[src/rtl/uart_tx_cts.sv]
module uart_tx_cts #(
  parameter int OVS = 16
) (
  input  logic       clk,
  input  logic       rst_n,
  input  logic       tick,
  input  logic       tx_en,
  input  logic       cts_sel,
  input  logic       cts_n,
  input  logic [1:0] char_len,
  input  logic       par_en,
  input  logic       par_odd,
  input  logic       two_stop,
  input  logic       irq_sel,
  input  logic       wr_stb,
  input  logic [8:0] wr_data,
  output logic       buf_empty,
  output logic       txd,
  output logic       irq
);

  localparam int TCW = (OVS > 1) ? $clog2(OVS) : 1;
  localparam int FW  = 13;
  localparam int BCW = $clog2(FW + 1);

  logic [8:0]     buf_q;
  logic           buf_full;
  logic           busy;
  logic [TCW-1:0] tcnt;
  logic [BCW-1:0] left;
  logic [FW-2:0]  sh;
  logic           txd_q, irq_q;

  logic [FW-1:0]  frame;
  logic [BCW-1:0] flen;
  logic [8:0]     dmask;
  int             dlen;

  wire bit_end   = busy && tick && (tcnt == TCW'(OVS - 1));
  wire frame_end = bit_end && (left == BCW'(1));
  wire cts_ok    = !cts_sel || !cts_n;
  wire load      = (!busy || frame_end) && buf_full && tx_en && cts_ok;

  always_comb begin
    case (char_len)
      2'b00:   dlen = 7;
      2'b10:   dlen = 9;
      default: dlen = 8;
    endcase
    dmask = buf_q;
    if (dlen < 9) dmask[8] = 1'b0;
    if (dlen < 8) dmask[7] = 1'b0;
    frame    = '1;
    frame[0] = 1'b0;
    for (int i = 0; i < 9; i++)
      if (i < dlen) frame[1+i] = buf_q[i];
    if (par_en) frame[1+dlen] = (^dmask) ^ par_odd;
    flen = BCW'(1 + dlen + (par_en ? 1 : 0) + (two_stop ? 2 : 1));
  end

  always_ff @(posedge clk or negedge rst_n) begin
    if (!rst_n) begin
      busy  <= 1'b0;
      tcnt  <= '0;
      left  <= '0;
      sh    <= '1;
      txd_q <= 1'b1;
      irq_q <= 1'b0;
    end else begin
      irq_q <= irq_sel ? frame_end : load;
      if (load) begin
        busy  <= 1'b1;
        tcnt  <= '0;
        left  <= flen;
        txd_q <= frame[0];
        sh    <= frame[FW-1:1];
      end else if (frame_end) begin
        busy  <= 1'b0;
        tcnt  <= '0;
        left  <= '0;
        txd_q <= 1'b1;
      end else if (bit_end) begin
        tcnt  <= '0;
        left  <= left - BCW'(1);
        txd_q <= sh[0];
        sh    <= {1'b1, sh[FW-2:1]};
      end else if (busy && tick) begin
        tcnt  <= tcnt + TCW'(1);
      end
    end
  end

  always_ff @(posedge clk or negedge rst_n) begin
    if (!rst_n) begin
      buf_q    <= '0;
      buf_full <= 1'b0;
    end else if (wr_stb) begin
      buf_q    <= wr_data;
      buf_full <= 1'b1;
    end else if (load) begin
      buf_full <= 1'b0;
    end
  end

  assign buf_empty = !buf_full;
  assign txd       = txd_q;
  assign irq       = irq_q;

  assert_idle_high_R3: assert property (@(posedge clk) disable iff (!rst_n)
    !busy |-> txd_q);

  assert_start_low_R1: assert property (@(posedge clk) disable iff (!rst_n)
    $rose(busy) |-> !txd_q);

  assert_start_gate_R4: assert property (@(posedge clk) disable iff (!rst_n)
    $rose(busy) |-> $past(tx_en && buf_full));

  assert_cts_gate_R5: assert property (@(posedge clk) disable iff (!rst_n)
    ($rose(busy) && $past(cts_sel)) |-> !$past(cts_n));

  assert_empty_after_load_R8: assert property (@(posedge clk) disable iff (!rst_n)
    $rose(busy) |-> (buf_empty || $past(wr_stb)));

  assert_tick_hold_R9: assert property (@(posedge clk) disable iff (!rst_n)
    (busy && !tick) |=> $stable(tcnt));

endmodule

[config.mk]
export PLATFORM = sky130hd
export DESIGN_NAME = uart_tx_cts
export DESIGN_NICKNAME = d
export VERILOG_FILES = /design/src/rtl/uart_tx_cts.sv
export SDC_FILE = /design/constraint.sdc
export NUM_CORES = 1
export LEC_CHECK = 0
export CAP_MARGIN = 20
export CORE_MARGIN = 2
export CORE_UTILIZATION = 40
export DETAILED_ROUTE_END_ITERATION = 7
export SYNTH_ARGS = -nofsm -noshare
export SYNTH_HDL_FRONTEND = slang
export SYNTH_SLANG_ARGS = --single-unit
[constraint.sdc]
create_clock -name clk -period 6 [get_ports clk]
set_clock_uncertainty 0.05 [all_clocks]
set_input_delay 1.2 -clock clk [delete_from_list [all_inputs] [get_ports clk]]
set_output_delay 1.2 -clock clk [all_outputs]
set_load 0.02 [all_outputs]
==> results of run 1 <==
## report_power, final
group / internal [mW] / switching [mW]
Combinational: 0.101 / 0.0919
Sequential: 0.318 / 0.0528
Clock: 0.124 / 0.0863
## kinds of logic after synthesis
family,Yosys count
buffers and inverters,15
flip-flops,33
AND/OR/NAND/NOR,66
adder cells (fa/ha/maj),5
XOR/XNOR,8
multiplexers,10
AO/OA/AOI/OAI,34
## path summary, 6_finish.rpt
kind | from | cells past startpoint | slack (ns) | end
setup reg to reg | left[1] | 8 | 3.56 | sh[7]
max in group asynchronous | rst_n | 2 | 4.30 | sh[1]
min in group asynchronous | rst_n | 2 | 1.26 | left[3]
hold / removal | sh[2] | 2 | 0.45 | sh[1]
setup / recovery | tick | 6 | 3.04 | sh[7]
hold reg to reg | sh[2] | 2 | 0.45 | sh[1]
## layout make-up
class	count	area share
multi-input cells	123	0.381
repair buffers	25	0.119
clock inverters	3	0.0222
clock buffers	5	0.0329
flip-flops and latches	33	0.403
inverters	7	0.0126
well taps	50	0.0299
## worst max-delay path: stages
cell	delay (ns)
sky130_fd_sc_hd__clkdlybuf4s50_1	0.59
sky130_fd_sc_hd__a31o_2	0.21
sky130_fd_sc_hd__and2b_1	0.47
sky130_fd_sc_hd__nor2_1	0.07
sky130_fd_sc_hd__or4_1	0.41
sky130_fd_sc_hd__a31oi_1	0.18
## flip-flops by register name, indices dropped and copies added (netlist names)
signal and count:
buf_full 1, busy 1, tcnt 4, sh 12, left 4, txd 1, buf_q 9, irq 1
## routing by layer
layer / GRT usage / wire, um / up-vias
met4: 0.0523 / 47 / 0
met2: 0.236 / 1570 / 34
met5: 0 / 0 / -
met1: 0.197 / 1520 / 606
li1: - / - / 642
met3: 0.0465 / 172 / 6
## layout by cell type, fill, tap and decap left out, drive strengths merged, types with 2 or more instances in the layout
master,n
clkdlybuf4s50,24
inv,7
a31oi,8
dfrtp,20
clkbuf,5
mux2,9
nand2b,3
and3,3
a211o,2
fa,2
xnor2,7
or4,2
nor2,16
nand3,6
ha,3
nand2,24
o21ai,8
nor3,5
a21oi,6
dfstp,13
a211oi,3
==> results.md, run 1 <==
Layout:
- The fraction of final layout cells with drive strength greater than 1 is 0.168.
- The area of the multi-input gates is 796 sq um.
- The number of inserted filler cells in the final layout is approximately 360.
- The count of nets after finishing is 222.
- From synthesis to final layout, the design area changed by 22.7%.
- Registers take around 840 sq um.
- After the flow finishes, the layout carries non-filler instances totaling between 200 and 250.
- The final instance area is 2090 sq um.
- The final antenna diode count is 0.
- At the end of the flow the core is filled with cells to 0.515.

Yosys:
- The compound-gate portion of the synthesized area is 0.126.
- The post-synthesis xor/xnor area fraction is 0.0411.
- The top cell type's share of synthesized area is 0.294.
- The post-synthesis sequential area ratio is 0.494.
- The dominant cell type by area after synthesis is sky130_fd_sc_hd__dfrtp_1.
- The post-synth net total is slightly below 200.
- The most used flip-flop cell after synthesis is sky130_fd_sc_hd__dfrtp_1.
- Summing every instance area after synthesis gives around 1700 sq um.
- sky130_fd_sc_hd__nand2_1 is the most common cell in the netlist.
- Of the total synthesized cell area, the portion taken by full adders, half adders and majority gates is 0.0456.
- Of the post-synthesis cell area, the part taken by muxes is 0.0654.
- The number of library cell types mapped by synthesis is 38.
- By area the synthesized netlist is led by sky130_fd_sc_hd__dfrtp_1 29%, sky130_fd_sc_hd__dfstp_2 20%, sky130_fd_sc_hd__mux2_2 6.0%.
- The number of synthesis warnings is 0.
- The cell count after synthesis is 171.
- Of the total synthesized cell area, the portion taken by AND, OR, NAND and NOR gates is 0.190.
- By count the netlist is led by 24 x sky130_fd_sc_hd__nand2_1, 20 x sky130_fd_sc_hd__dfrtp_1, 16 x sky130_fd_sc_hd__nor2_1, 13 x sky130_fd_sc_hd__dfstp_2, 9 x sky130_fd_sc_hd__mux2_2.
- Averaged over all synthesized cells, the footprint is 9.96 sq um.
- The post-synthesis register bit count is 33.
- By area, the combinational part of the netlist is dominated by simple AND/OR/NAND/NOR gates.
- The proportion of synthesized flip-flops having asynchronous set or reset is 1.00.
- The count of flip-flops with a built-in enable after synthesis is 0.

Global routing:
- Across every metal layer, demand over resource in global routing totals 0.150.
- The residual overflow from global routing is 0.
- The number of antenna violations at the first check in global routing is 0.
- The wire length of the first global-routing pass is between 5 and 6 mm.
- The via count of the first global-routing pass is approximately 1.3k.
- The pin count of the biggest net entering global routing is 34.

STA:
- The final setup violation count is 0.
- The final cycle utilization of the critical path is 0.493.
- The worst setup margin is about 3.0 ns.
- Across all hold checks on the routed design, the worst slack comes to approximately 0.45 ns.
- The maximum clock frequency is 338 MHz.
- The headroom to the max-slew limit is 0.615.
- The final number of hold-violating endpoints is 0.
- The total negative setup slack is 0 ns.
- Setup repair after global routing left no endpoint under its margin.
- For the pin with the worst max-slew slack, the measured transition is 0.578 ns.
- The final number of max-transition violations is 0.
- For the finished layout, the period the worst path requires is between 2 and 3 ns.

Routing:
- In the final routed layout, each cell accounts on average for ~13 um.
- The number of detailed-route iterations in the first pass is 4.
- The wire length reported by the detailed router is 3.31 mm.
- The per-cell via count in the routed design is approximately 5.2.
- The detail route stage leaves a number of antenna-violating nets equal to 0.
- Detailed routing inserted a total of about 1.3k vias.
- In this run, the number of DRC markers left after iteration 0 of detailed routing was 83.
- After detailed routing, the number of remaining DRC violations is 0.

CTS:
- The number of buffers inserted for hold repair after clock tree synthesis is 0.
- The root buffer selected by CTS is sky130_fd_sc_hd__clkbuf_8.
- The number of clock buffers inserted by TritonCTS is 5.
- The number of buffers inserted to repair setup after CTS is 0.
- The maximum number of buffers from clock root to sink is 2.
- The number of H-tree levels is 2.
- Once the clock tree was built, the resizer swapped 0 gates to a different size.
- The clock sink total is 33.
- After clock tree synthesis, the clock-pin slew on the worst setup and hold paths is ~0.070 ns.
- TritonCTS built the clock tree.
- The later pin in the worst-skew pair is clocked with a latency of around 0.28 ns.

Power:
- The maximum VDD drop is 0.149 mV.
- The power after layout is 0.775 mW.
- In this run the power density over the cells is 371 nW/um^2.
- For this design the static power due to leakage is about 0.86 nW.

Placement:
- The number of buffer cells added on primary ports is 24.
- The half-perimeter wire length of the detailed placement result is about 2.4 mm.
- The congestion estimate from routability-driven global placement came to a little over 0.8.
- The placed instances occupy a cell area of 1970 sq um.
- The cell count after placement is between 200 and 250.
- Before CTS, the worst setup slack after placement is about 2.7 ns.

Min path:
- In this run the worst hold path is classified as reg -> reg.

Worst setup path:
- The critical-path maximum fanout is 16.
- The required time of the critical path is approximately 6 ns.
- The worst setup path is captured at a flip-flop.
- The signal arrival time at the worst endpoint is approximately 3.1 ns.
- The worst setup path is launched from a primary input.
- The critical path start-end classification is in -> reg.

Floorplan:
- Measured along the x axis, the die boundary spans just under 70 um.
- The die covers 4790 sq um.
- 25 I/O pins were placed.
- The area of the core region is 4060 sq um.
- The floorplan has 23 rows.
- The die height is about 70 um.
- The initial cell density of the core is 0.420.

Job:
- The total of max-cap violations is 0.

Outcome:
- The flow ran to the end, and the final reports show no timing, DRC or antenna violations.
Note: power is estimated with default switching activity, not from simulation.
==> run 2, diff against run 1 <==
==> constraint.sdc (replaced) <==
create_clock -name clk -period 2.95 [get_ports clk]
set_clock_uncertainty 0.05 [all_clocks]
set_input_delay 0.59 -clock clk [delete_from_list [all_inputs] [get_ports clk]]
set_output_delay 0.59 -clock clk [all_outputs]
set_load 0.02 [all_outputs]
==> run 2 against run 1 <==
Largest power group unchanged. Cell count grew 0.81%. Utilization fell by 0.34 points. Sequential share of layout area rose by 0.27 points. Register-to-register slack got worse by 2.9 ns. Clock power is 58% higher. Critical path depth is 1 higher. Hold slack lost 0.0072 ns. Count of clock-buffer cells in the layout unchanged. Flip-flop and latch count stayed put. Largest cell class unchanged.
==> results.md, run 2 (same netlist as run 1, synthesis figures left out) <==
Outcome:
- The run finished with clean final reports.

CTS:
- The number of H-tree levels is 2 (unchanged).
- The number of buffers inserted for hold repair after clock tree synthesis came to 0 (unchanged).
- The root buffer selected by CTS is sky130_fd_sc_hd__clkbuf_8.
- The clock sink total was 33 (unchanged).
- The clock latency on the worst-skew pair came to 0.28 ns (about the same).
- The number of clock buffers inserted by TritonCTS is 5 (unchanged).
- The number of buffers inserted to repair setup after CTS was 0 (unchanged).
- The count of cells resized by post-cts repair came to 0 (unchanged).
- TritonCTS built the clock tree.
- The clock-pin slew reported for the worst setup and hold paths after clock tree synthesis came to 0.07 ns (about the same).
- The maximum number of buffers from clock root to sink is 2 (unchanged).

STA:
- The total negative setup slack is 0 ns (unchanged).
- The final number of max-transition violations is 0 (unchanged).
- The transition time at the pin with the least slew margin is 0.514 ns (-0.0636 ns).
- In the finished design, the share of the clock period the worst path needs comes to 0.781.
- The smallest hold slack is 0.441 ns (-0.00716 ns).
- The worst path needs between 2 and 2.5 ns of the cycle, external delays included.
- The headroom to the max-slew limit is 0.657 (+0.0424).
- The maximum clock frequency is around 430 MHz.
- Setup repair after global routing left no endpoint under its margin.
- The final setup violation count was 0 (unchanged).
- The final number of hold-violating endpoints is 0 (unchanged).

Routing:
- The highest metal layer with signal wires is met4.
- The remaining routing DRC violations came to 0 (unchanged).
- The per-cell via count in the routed design was 5.18 (-1.1%).
- The met3 layer wire length in the routed design was 132 um (-23%).
- The via count of the routed design is 1,284 (-0.31%).
- The violation count after the first detailed-route iteration is 66 (-20%).
- The length of routed wiring on met1 is 1.59 mm (+4.7%).
- The number of detailed-route iterations in the first pass was 4 (unchanged).
- The wire length on met2 came to 1.68 mm (+7.2%).
- The remaining antenna violation count is 0 (unchanged).
- The wire length reported by the detailed router came to 3.46 mm (+4.3%).
- The per-cell routed wire length came to 13.9 um (+3.5%).

Layout:
- Relative to the synthesized area, the layout overhead comes to 21.9%.
- The flip-flop count of the largest register after layout is 12 (unchanged).
- The final antenna diode count is 0 (unchanged).
- In the final layout, the registers with the most flip-flops are sh: 12 flops, buf_q: 9 flops.
- The top cell types in the final layout, fill and taps aside, are 24 x sky130_fd_sc_hd__nand2_1, 24 x sky130_fd_sc_hd__clkdlybuf4s50_1, 20 x sky130_fd_sc_hd__dfrtp_1.
- The count of nets after finishing is 224 (+0.90%).
- The number of inserted filler cells in the final layout was 384 (+7.3%).
- The fraction of final layout cells with drive strength greater than 1 is 0.177 (+0.00840).
- Ranked by flip-flop count, first place goes to sh.
- The final standard cell utilization of the core is 0.512 (-0.00339).

Min path:
- For hold timing, the worst endpoint is sh[2].
- In this run the worst hold path is classified as reg -> reg.
- The start point of the worst min-delay path is sh[3].
- The cell depth of the worst hold path is 2 (unchanged).

Worst setup path:
- The largest incremental delay on the critical path was 0.50 ns (-0.09 ns).
- The reg-to-reg critical path endpoint is sh[8].
- The signal arrival time at the worst endpoint is 2.46 ns (-0.66 ns).
- The kind of end point of the critical path is a flip-flop.
- The depth of the most critical reg-to-reg path is 7 (-1).
- The critical path goes through clkdlybuf4s50_1 -> and3b_1 -> a211oi_1 -> nand2b_1 -> mux2i_1 -> or4_1 -> a31oi_1.
- The cell at the slowest stage of the critical path is sky130_fd_sc_hd__or4_1.
- The required time of the critical path is 3.10 ns (-3.06 ns).
- The worst setup path is launched from a primary input.
- The critical-path maximum fanout is 5 (-11).
- The launch instance of the worst register-to-register path is left[1].
- The critical path start-end classification is in -> reg.
- The worst-case register-to-register setup slack is 0.71 ns (-2.85 ns).

Global routing:
- The pin count of the biggest net entering global routing is 34 (unchanged).
- The via count of the first global-routing pass is 1,336 (+5.4%).
- The wire length of the first global-routing pass is 6.11 mm (+6.1%).
- The residual overflow from global routing is 0 (unchanged).
- The total track usage is 0.158 (+0.00754).
- The number of antenna violations at the first check in global routing is 0 (unchanged).

Placement:
- The half-perimeter wire length of the detailed placement result is 2.52 mm (+6.7%).
- The final weighted congestion in routability-driven placement came to 0.858 (+4.1%).
- The number of buffer cells added on primary ports came to 24 (unchanged).

Floorplan:
- The number of ports placed on the die boundary came to 25 (unchanged).
- The die height came to 69.2 um (unchanged).
- The area of the core region was 4060 sq um (unchanged).
- The area of the die is 4790 sq um (unchanged).
- The number of placement rows was 23 (unchanged).
- The x dimension of the die came to 69.2 um (unchanged).
- The initial cell density of the core is 0.420 (unchanged).

Job:
- The total of max-cap violations is 0 (unchanged).

Power:
- The total power per unit cell area is 714 nW/um^2 (+93%).
- The maximum VDD drop is 0.355 mV (+140%).
- The leakage power summed over all cells was 0.859 nW (about the same).
[run 2: report_power, final]
group	switching (mW)	total [mW]	internal (mW)	leakage, nW
Combinational	0.190	0.396	0.206	0.442
Sequential	0.108	0.755	0.648	0.373
Clock	0.169	0.331	0.163	0.0439
[run 2: cell type report]
| class | count | area [sq um] | area share |
|---|---|---|---|
| well taps | 50 | 62.6 | 0.0301 |
| multi-input cells | 123 | 796 | 0.383 |
| repair buffers | 27 | 263 | 0.127 |
| inverters | 7 | 26.3 | 0.0127 |
| flip-flops and latches | 33 | 842 | 0.406 |
| clock buffers | 5 | 68.8 | 0.0332 |
| clock inverters | 3 | 17.5 | 0.00844 |
[run 2: through the flow]
stage | power, mW | area (sq um) | setup slack (ns) | cells
6_report | 1.48 | 2080 | 0.645 | 248
3_5_place_dp | 1.16 | 1990 | 0.420 | 240
4_1_cts | 1.50 | 2080 | 0.654 | 248
2_1_floorplan | 1.02 | 1700 | 0.970 | 171
3_3_place_gp | 1.13 | 1990 | 0.499 | 240
5_1_grt | 1.59 | 2080 | 0.491 | 248
[run 2: how the worst max path moves through the flow]
stage,startpoint,to,cells past startpoint
global placement,char_len[1],sh[7],7
detailed placement,char_len[1],sh[7],7
finish,char_len[1],sh[7],7
CTS,char_len[1],sh[7],7
global route,char_len[1],sh[7],7
floorplan,left[1],sh[7],9
[run 2: routing by layer]
layer,track usage,up-vias
met2,0.268,24
met1,0.198,611
met5,0,-
met3,0.0422,7
li1,-,642
met4,0.0436,0
[run 2: critical path, delay by kind of cell]
family | cells | cell delay (ns)
simple gates | 3 | 0.85
compound gates | 2 | 0.45
buf+inv | 1 | 0.47
mux | 1 | 0.11
==> run 3, diff against run 2 <==
==> constraint.sdc (replaced) <==
create_clock -name clk -period 2.19 [get_ports clk]
set_clock_uncertainty 0.05 [all_clocks]
set_input_delay 0.438 -clock clk [delete_from_list [all_inputs] [get_ports clk]]
set_output_delay 0.438 -clock clk [all_outputs]
set_load 0.02 [all_outputs]
==> run 3 against run 2 <==
First-iteration DRC count rose by 18%. Non-clock buffer count rose by 11. Die area did not move. Design area rose by 4.5%. Critical path type unchanged. Combinational power rose by 41%. Sequential share of layout area fell by 1.7 points. Largest power group unchanged. Highest routed layer unchanged. Critical path depth did not move.
==> results.md, run 3 (same netlist as run 1, synthesis figures left out) <==
Outcome:
- The flow ran to the end, and the final reports show no timing, DRC or antenna violations.

Worst setup path:
- Traced cell by cell, the critical path runs through clkdlybuf4s50_1 -> and3b_1 -> a211oi_1 -> nand2b_1 -> mux2i_1 -> or4_1 -> a31oi_1.
- The worst-case register-to-register setup slack is 0.24 ns (-0.47 ns).
- The depth of the most critical reg-to-reg path is 7 (unchanged).
- The required time of the critical path is 2.35 ns (-0.75 ns).
- The kind of end point of the critical path is a flip-flop.
- STA classifies the critical path startpoint as a primary input.
- The critical-path maximum fanout is 3 (-2).
- The worst path buffer plus inverter count was 1 (unchanged).
- The signal arrival time at the worst endpoint was 2.19 ns (-0.27 ns).
- The largest individual stage delay along the critical path comes from the cell sky130_fd_sc_hd__or4_1.
- The largest incremental delay on the critical path is 0.47 ns (-0.03 ns).
- The family of cells with the greatest summed delay on the critical path is simple AND/OR/NAND/NOR gates.
- The reg-to-reg critical path endpoint is sh[8].
- The launch instance of the worst register-to-register path is left[1].
- The setup path with the least slack is of type in -> reg.

Job:
- The total of max-cap violations is 0 (unchanged).

CTS:
- The clock sink total came to 33 (unchanged).
- The maximum number of buffers from clock root to sink is 2 (unchanged).
- The number of clock buffers inserted by TritonCTS came to 5 (unchanged).
- The clock-pin slew reported for the worst setup and hold paths after clock tree synthesis is 0.07 ns (about the same).
- The number of buffers inserted to repair setup after CTS came to 0 (unchanged).
- TritonCTS built the clock tree.
- The number of H-tree levels came to 2 (unchanged).
- The clock latency on the worst-skew pair is 0.28 ns (about the same).
- The tree is rooted in a sky130_fd_sc_hd__clkbuf_8.

Min path:
- The endpoint with the worst hold slack is sh[3].
- The type of the tightest min-delay check is reg -> reg.
- The startpoint identified for the worst hold timing path is sh[4].
- The cell depth of the worst hold path is 2 (unchanged).

Power:
- The sequential power share is 0.504 (-0.006).
- The total internal power is 1.40 mW (+37%).
- The net switching power is 0.618 mW (+33%).
- The fraction of power spent switching nets is 0.307 (-0.00755).
- The maximum VDD drop came to 0.363 mV (+2.5%).
- The leakage power summed over all cells is 0.916 nW (+6.7%).
- The part of the total power dissipated in combinational logic is 0.277 (+0.010).
- The total power per unit cell area is 930 nW/um^2 (+30%).
- The portion of total power attributed to the clock network is 0.219 (-0.005).

Routing:
- The wire length on met2 is 1.65 mm (-1.9%).
- The met3 layer wire length in the routed design is 168 um (+27%).
- The length of routed wiring on met1 is 1.65 mm (+3.8%).
- The wire length reported by the detailed router is 3.52 mm (+1.9%).
- The remaining antenna violation count is 0 (unchanged).
- The via count of the routed design came to 1,333 (+3.8%).
- The number of detailed-route iterations in the first pass is 4 (unchanged).
- The violation count after the first detailed-route iteration is 78 (+18%).
- The remaining routing DRC violations came to 0 (unchanged).
- The per-cell via count in the routed design is 5.15 (-0.59%).
- The per-cell routed wire length was 13.6 um (-2.4%).
- In this run the top signal layer used is met4.

Layout:
- The number of inserted filler cells in the final layout is 352 (-8.3%).
- The area of the multi-input gates is 797 sq um (+0.16%).
- The signed area change from the synthesized netlist to the final layout is 27.3%.
- The final antenna diode count was 0 (unchanged).
- The largest registers in the layout are sh: 12 flops, buf_q: 9 flops.
- The final instance area is 2170 sq um (+4.5%).
- The flip-flop count of the largest register after layout is 12 (unchanged).
- The fraction of final layout cells with drive strength greater than 1 came to 0.220 (+0.0433).
- In the layout the commonest cells are 24 x sky130_fd_sc_hd__nand2_1, 24 x sky130_fd_sc_hd__clkdlybuf4s50_1, 20 x sky130_fd_sc_hd__dfrtp_1.
- The total area of sequential cells is 842 sq um (unchanged).
- The top register by number of flip-flops is sh.
- The count of nets after finishing came to 235 (+4.9%).

STA:
- The final setup violation count is 0 (unchanged).
- Counting I/O delays and the setup requirement, the final critical path takes just over 2 ns.
- The headroom to the max-slew limit is 0.689 (+0.0315).
- For this run, the top clock speed supported by timing is slightly below 500 MHz.
- The worst setup margin is 0.160 ns (-0.485 ns).
- The transition time at the pin with the least slew margin was 0.465 ns (-0.0487 ns).
- The final cycle utilization of the critical path is 0.927.
- The final number of hold-violating endpoints is 0 (unchanged).
- Setup repair after global routing left no endpoint under its margin.
- The final number of max-transition violations is 0 (unchanged).

Placement:
- The worst-case setup slack after placement is -0.133 ns (-0.553 ns).
- The area after detailed placement is 2080 sq um (+4.8%).
- The final weighted congestion in routability-driven placement is 0.755 (-12%).
- The half-perimeter wire length of the detailed placement result came to 2.55 mm (+1.0%).
- The number of buffer cells added on primary ports was 24 (unchanged).

Global routing:
- The total track usage was 0.167 (+0.00879).
- The wire length of the first global-routing pass is 6.48 mm (+6.1%).
- The pin count of the biggest net entering global routing is 34 (unchanged).
- The via count of the first global-routing pass is 1,440 (+7.8%).
- The number of antenna violations at the first check in global routing is 0 (unchanged).
- The residual overflow from global routing was 0 (unchanged).

Floorplan:
- The x dimension of the die was 69.2 um (unchanged).
- The number of ports placed on the die boundary is 25 (unchanged).
- The initial cell density of the core came to 0.420 (unchanged).
- The number of placement rows is 23 (unchanged).
- The die height is 69.2 um (unchanged).
- The area of the die is 4790 sq um (unchanged).
- The area of the core region came to 4060 sq um (unchanged).
run 3: cell count changes in the layout (fill, tap and decap cells not counted), sizes merged:
cell / before / now
buf: 3 / 14
clkbuf: 5 / 6
clkinvlp: 1 / 0
run 3: metal layers:
metal / global-route usage / vias to the layer above
met3: 0.0523 / 7
met1: 0.210 / 621
li1: - / 668
met5: 0 / -
met2: 0.270 / 37
met4: 0.0588 / 0
run 3: layout make-up:
class                      count  area share
clock inverter                 2     0.00462
sequential                    33       0.388
timing repair buffer          38       0.165
multi-input combinational    123       0.368
tap                           50      0.0289
clock buffer                   6      0.0335
inverter                       7      0.0121
run 3: how the worst max path moves through the flow:
stage | from | to | slack (ns) | cells past startpoint
2_1_floorplan | left[1] | sh[7] | 0.21 | 9
3_3_place_gp | char_len[1] | sh[7] | -0.06 | 7
3_5_place_dp | char_len[1] | sh[7] | -0.13 | 7
4_1_cts | tcnt[0] | sh[1] | 0.14 | 7
5_1_grt | tcnt[0] | sh[2] | 0.09 | 7
6_report | char_len[1] | sh[7] | 0.16 | 7
run 3: worst reg2reg max path: stages (launching register included):
cell,delay [ns]
sky130_fd_sc_hd__dfrtp_1,0.39
sky130_fd_sc_hd__inv_1,0.08
sky130_fd_sc_hd__ha_1,0.16
sky130_fd_sc_hd__nor3b_4,0.19
sky130_fd_sc_hd__a31o_2,0.19
sky130_fd_sc_hd__or2b_2,0.40
sky130_fd_sc_hd__a211o_1,0.26
sky130_fd_sc_hd__a21oi_1,0.15
run 3: timing repair:
item	in CTS	in global routing
gates resized for setup	0	1
hold buffers	0	0
endpoints found under the setup margin	0	7
run 3: per-stage QoR:
stage / total power, mW / util / TNS, ns / cells / hold slack, ns
global route: 2.17 / 0.534 / 0 / 259 / 0.466
global placement: 1.56 / 0.514 / -0.0556 / 251 / 0.423
CTS: 2.04 / 0.534 / 0 / 259 / 0.440
finish: 2.02 / 0.534 / 0 / 259 / 0.437
floorplan: 1.38 / - / 0 / 171 / 0.0924
detailed placement: 1.59 / 0.514 / -0.207 / 251 / 0.430
run 3: power groups by stage:
stage	Combinational (mW)	Sequential (mW)	Clock [mW]
6_report	0.558	1.02	0.442
5_1_grt	0.630	1.05	0.496
4_1_cts	0.565	1.02	0.457
2_1_floorplan	0.382	0.997	0
3_3_place_gp	0.542	1.01	0
3_5_place_dp	0.563	1.03	0
